===== src/rtl/refresh_pkg.sv =====
package refresh_pkg;
  localparam int unsigned DEBT_LIMIT = 8;
  localparam int unsigned DEBT_W     = $clog2(DEBT_LIMIT + 1);
  typedef logic [DEBT_W-1:0] debt_t;
endpackage


===== src/rtl/refresh_interval_timer.sv =====
// Down-counter that fires one tick per refresh interval; the reload length
// is chosen from temperature and mode only when the counter wraps.
module refresh_interval_timer #(
  parameter int CNT_W   = 16,
  parameter int BANK_SH = 2
) (
  input  logic             clk,
  input  logic             rst_n,
  input  logic [CNT_W-1:0] cfg_interval,
  input  logic             hot,
  input  logic             per_bank,
  output logic             tick
);
  localparam int SH_W = $clog2(BANK_SH + 2) + 1;

  logic [CNT_W-1:0] tmr_q;
  logic [CNT_W-1:0] tmr_d;
  logic [CNT_W-1:0] scaled;
  logic [CNT_W-1:0] reload;
  logic [SH_W-1:0]  shamt;

  always_comb begin
    shamt  = SH_W'(hot) + (per_bank ? SH_W'(BANK_SH) : '0);
    scaled = cfg_interval >> shamt;
    reload = (scaled == '0) ? CNT_W'(1) : scaled;
    tick   = (tmr_q == '0);
    tmr_d  = tick ? (reload - CNT_W'(1)) : (tmr_q - CNT_W'(1));
  end

  always_ff @(posedge clk or negedge rst_n) begin
    if (!rst_n) begin
      tmr_q <= '0;
    end else begin
      tmr_q <= tmr_d;
    end
  end
endmodule


===== src/rtl/refresh_debt_ctr.sv =====
// Counts refreshes that are owed but not yet accepted, saturating at the limit.
module refresh_debt_ctr
  import refresh_pkg::*;
(
  input  logic  clk,
  input  logic  rst_n,
  input  logic  tick,
  input  logic  retire,
  output debt_t debt,
  output logic  owed,
  output logic  urgent
);
  logic [DEBT_W:0] sum;
  debt_t           debt_q;
  debt_t           debt_d;
  logic            debt_en;

  always_comb begin
    sum     = {1'b0, debt_q} + (DEBT_W+1)'(tick) - (DEBT_W+1)'(retire);
    debt_d  = (sum > (DEBT_W+1)'(DEBT_LIMIT)) ? DEBT_W'(DEBT_LIMIT) : sum[DEBT_W-1:0];
    debt_en = tick | retire;
  end

  always_ff @(posedge clk or negedge rst_n) begin
    if (!rst_n) begin
      debt_q <= '0;
    end else if (debt_en) begin
      debt_q <= debt_d;
    end
  end

  assign debt   = debt_q;
  assign owed   = (debt_q != '0);
  assign urgent = (debt_q == DEBT_W'(DEBT_LIMIT));
endmodule


===== src/rtl/refresh_bank_busy.sv =====
// Holds one bank busy for the programmed refresh cycle time after a start.
module refresh_bank_busy #(
  parameter int CNT_W = 16
) (
  input  logic             clk,
  input  logic             rst_n,
  input  logic             start,
  input  logic [CNT_W-1:0] cfg_trfc,
  output logic             busy
);
  logic [CNT_W-1:0] cnt_q;
  logic [CNT_W-1:0] cnt_d;
  logic             cnt_en;

  always_comb begin
    cnt_en = start | (cnt_q != '0);
    cnt_d  = start ? cfg_trfc : (cnt_q - CNT_W'(1));
  end

  always_ff @(posedge clk or negedge rst_n) begin
    if (!rst_n) begin
      cnt_q <= '0;
    end else if (cnt_en) begin
      cnt_q <= cnt_d;
    end
  end

  assign busy = (cnt_q != '0);
endmodule


===== src/rtl/refresh_sched.sv =====
// Refresh scheduler top. NUM_BANKS must be a power of two, at least 2.
module refresh_sched
  import refresh_pkg::*;
#(
  parameter int NUM_BANKS = 4,
  parameter int CNT_W     = 16
) (
  input  logic                 clk,
  input  logic                 rst_n,
  input  logic [CNT_W-1:0]     cfg_interval,
  input  logic [CNT_W-1:0]     cfg_trfc,
  input  logic                 temp_hot,
  input  logic                 pb_mode,
  input  logic                 ref_ack,
  output logic                 ref_req,
  output logic [$clog2(NUM_BANKS)-1:0] ref_bank,
  output logic                 ref_urgent,
  output logic [NUM_BANKS-1:0] bank_busy
);
  localparam int BANK_SH = $clog2(NUM_BANKS);
  localparam int BANK_W  = BANK_SH;
  localparam logic [BANK_W-1:0] LAST_BANK = BANK_W'(NUM_BANKS - 1);

  logic              tick;
  logic              owed;
  logic              grant;
  debt_t             debt_q;
  logic [BANK_W-1:0] ptr_q;
  logic [BANK_W-1:0] ptr_d;
  logic              ptr_en;
  logic [NUM_BANKS-1:0] start;

  refresh_interval_timer #(
    .CNT_W   (CNT_W),
    .BANK_SH (BANK_SH)
  ) u_timer (
    .clk          (clk),
    .rst_n        (rst_n),
    .cfg_interval (cfg_interval),
    .hot          (temp_hot),
    .per_bank     (pb_mode),
    .tick         (tick)
  );

  refresh_debt_ctr u_debt (
    .clk    (clk),
    .rst_n  (rst_n),
    .tick   (tick),
    .retire (grant),
    .debt   (debt_q),
    .owed   (owed),
    .urgent (ref_urgent)
  );

  always_comb begin
    ref_req = owed & (pb_mode ? ~bank_busy[ptr_q] : (bank_busy == '0));
    grant   = ref_req & ref_ack;
    ptr_en  = grant & pb_mode;
    ptr_d   = (ptr_q == LAST_BANK) ? '0 : (ptr_q + BANK_W'(1));
  end

  always_ff @(posedge clk or negedge rst_n) begin
    if (!rst_n) begin
      ptr_q <= '0;
    end else if (ptr_en) begin
      ptr_q <= ptr_d;
    end
  end

  for (genvar b = 0; b < NUM_BANKS; b++) begin : g_bank
    assign start[b] = grant & (~pb_mode | (ptr_q == BANK_W'(b)));
    refresh_bank_busy #(
      .CNT_W (CNT_W)
    ) u_busy (
      .clk      (clk),
      .rst_n    (rst_n),
      .start    (start[b]),
      .cfg_trfc (cfg_trfc),
      .busy     (bank_busy[b])
    );
  end

  assign ref_bank = ptr_q;
endmodule


===== config.mk =====
export PLATFORM = sky130hd
export DESIGN_NAME = refresh_sched
export DESIGN_NICKNAME = d
export VERILOG_FILES = /design/src/rtl/refresh_pkg.sv /design/src/rtl/refresh_interval_timer.sv /design/src/rtl/refresh_debt_ctr.sv /design/src/rtl/refresh_bank_busy.sv /design/src/rtl/refresh_sched.sv
export SDC_FILE = /design/constraint.sdc
export NUM_CORES = 1
export LEC_CHECK = 0
export BUFFER_PORTS_ARGS = -buffer_cell sky130_fd_sc_hd__buf_2
export CORE_ASPECT_RATIO = 1.2
export CORE_MARGIN = 5
export CORE_UTILIZATION = 55
export CTS_CLUSTER_SIZE = 10
export DETAILED_ROUTE_END_ITERATION = 8
export PLACE_DENSITY = 0.78
export SYNTH_ARGS = -nofsm -noshare
export SYNTH_HDL_FRONTEND = slang
export SYNTH_SLANG_ARGS = --single-unit

===== constraint.sdc =====
create_clock -name clk -period 3.95 [get_ports clk]
set_input_delay 0.395 -clock clk [delete_from_list [all_inputs] [get_ports clk]]
set_output_delay 0.395 -clock clk [all_outputs]
set_load 0.05 [all_outputs]

==> metrics.yaml <==
skew_ns: 0.006317
status: "finished, final reports clean"
synth_area_leaders: "dfrtp_1, nand2_1, xnor2_1"
ctsHoldBuffers: 0
cp.required_ns: 4.18
final_util: 0.6327
grt_max_degree: 87
synth_top_area_cell: "dfrtp_1"
core_um2: 10930
grt_use_total: 0.2349
fmax_mhz: 264.2
antenna_cells: 0
syn_area_per_cell_um2: 8.753
end_kind: "flop"
root_buffer: "clkbuf_16"
grt_pass1_vias: 5228
via_per_inst: 6.081
rows: 42
critical_path.max_fanout: 7
multi_input_area_um2: 3795
p_leak_nw: 2.745
drive_gt1_frac: 0.1857
seqCellArea_um2: 2153
dieArea_um2: 13290
syn_area_um2: 6092
clock_latency_ns: 0.35
async_reset_ff_frac: 1.000
ys.warnings.count: 0
setup_slack_ns: 0.1645
final_cells: 886
p_per_area_nw_per_um2: 369.9
crit_top_cell: "nand2_1"
slowest_delay_ns: 0.56
dpl_cell_area_um2: 6515
crit_type: "reg2reg"
critical_path_buf_inv_count: 1
start_util: 0.5573
post-place-ws_ns: -0.1068
grt_pass1_wl_um: 25450
start_kind: "flop"
drv_slew: 0
yosysTopAreaCellShare: 0.3533
numCtsBuffers: 9
synthesis.nets: 753
antenna_found_initial: 0
crit_chain: "nor3_1 > and3_2 > nand4b_1 > o41a_4 > or4b_1 > nand2_1 > nand2_1 > ha_1 > inv_1 > fa_1 > nor2b_2 > o21ai_1 > nor4b_4 > a21oi_2 > o41ai_1"
htree_levels: 3
dp_hpwl_um: 11020
nFillCells: 926
finalSetupViolCount: 0
cp.arrival_ns: 4.01
finalInstanceArea_um2: 6915
syn_inst: 696
clkTransAtPathRegs_ns: 0.06
ir_drop_mv: 0.2176
drc: 0
final_common_cell: "nand2_1"
cap_violations: 0
cts.sinks: 86
first_pass_iters: 5
route.detailed.wl_per_inst_um: 17.45
layout_common_cells: "nand2_1, dfrtp_1, o21ai_0, nor2_1, buf_2"
io-pin-count: 45
ys_seq_area_frac: 0.3533
relSlewSlack: 0.2530
vias: 5388
min_path_type: "in2async"
final.setup.tns_ns: 0
worst_pin_slew_ns: 1.120
period_minus_slack_ns: 3.785
dp.cells: 869
clock_path_buffers: 2
rsz0062_at_grt: "true"
finalHoldViolCount: 0
totalWireLength_um: 15460
die_h_um: 125.3
critPathTopFamily: "simple AND/OR/NAND/NOR gates"
synth_edf_count: 0
nets: 807
ant_nets: 0
port_buffers: 44
synth-main-ff-cell: "dfrtp_1"
synthDistinctLibCells: 68
whs_ns: 0.2559
cts_tree: "yes"
die_w_um: 106.1
drt-initial-drc-count: 241
place_congestion: 0.9217
slowest_stage: "o41a_4"
gr-total-overflow: 0
area_growth_pct: 13.51
power_mw: 2.558
synth_seq_cells: 86
timing.final.crit_share: 0.9583
==> layer usage <==
metal / routed length, µm / global-route usage / vias to the layer above
li1: - / - / 2568
met1: 6325 / 0.2922 / 2646
met2: 8031 / 0.4189 / 153
met3: 814 / 0.03144 / 21
met4: 292 / 0.07927 / 0
met5: 0 / 0 / -
==> synth_stat cells (3+ instances only) <==
cell type	count
nand2b_1	7
nor3_1	18
buf_4	9
inv_1	23
mux4_2	5
a21oi_1	17
nor2b_1	4
nor2_1	53
or3_1	10
or2_2	5
nor4_2	5
nor2_4	4
xnor2_1	34
o21ai_0	57
mux2_2	13
and2_1	3
dfrtp_1	86
and4_1	3
buf_2	4
nand2_1	144
mux4_1	7
mux2i_1	6
clkbuf_1	11
o31ai_1	16
xor2_1	26
nand3_1	15
nand3b_1	6
and3_1	4
nor4_1	15
or4_1	12
a31oi_1	8
ha_1	19
o211ai_1	3
==> final timing paths <==
| path | from | to | slack (ns) | cells after the start |
|---|---|---|---|---|
| worst max-delay path | g_bank[0].u_busy.cnt_q[3] | u_debt.debt[2] | 0.16 | 15 |
| worst max register to register | g_bank[0].u_busy.cnt_q[3] | u_debt.debt[2] | 0.16 | 15 |
| worst min register to register | u_timer.tmr_q[3] | u_timer.tmr_q[3] | 0.52 | 1 |
| worst min-delay path | rst_n | g_bank[0].u_busy.cnt_q[8] | 0.26 | 1 |
| min in group clk | cfg_trfc[2] | g_bank[3].u_busy.cnt_q[2] | 0.35 | 3 |
| max in group asynchronous | rst_n | g_bank[1].u_busy.cnt_q[7] | 2.90 | 1 |
==> flip-flops by register name (all words and copies together), names as in the netlist <==
register             cells
g_bank.u_busy.cnt_q     64
ref_bank                 2
u_debt.debt              4
u_timer.tmr_q           16
==> cell type report <==
| cell class | count | area share |
|---|---|---|
| Clock buffer | 11 | 0.03510 |
| Tap cell | 132 | 0.02388 |
| Sequential cell | 86 | 0.3114 |
| Multi-Input combinational cell | 559 | 0.5488 |
| Inverter | 23 | 0.01248 |
| Clock inverter | 4 | 0.006875 |
| Timing Repair Buffer | 71 | 0.06152 |
==> what timing repair did <==
action | CTS | global route
gates resized for setup | 5 | 15
buffers inserted | 0 | 2
setup endpoints to repair | 2 | 5
pin swaps | 1 | 5
==> cells by family after synthesis <==
group	count (synthesis)	synth area share
AO/OA/AOI/OAI	124	0.1317
flip-flops	86	0.3533
AND/OR/NAND/NOR	324	0.2637
buffers and inverters	51	0.04025
adder cells (fa/ha/maj)	20	0.04231
XOR/XNOR	60	0.08626
multiplexers	31	0.08256
==> where the power goes <==
group / leakage (nW) / total (mW) / switching (mW) / internal (mW)
registers: 0.936 / 1.10 / 0.110 / 0.987
clock network: 0.141 / 0.858 / 0.356 / 0.502
logic: 1.67 / 0.603 / 0.340 / 0.263
(Power assumes the default switching activity.)
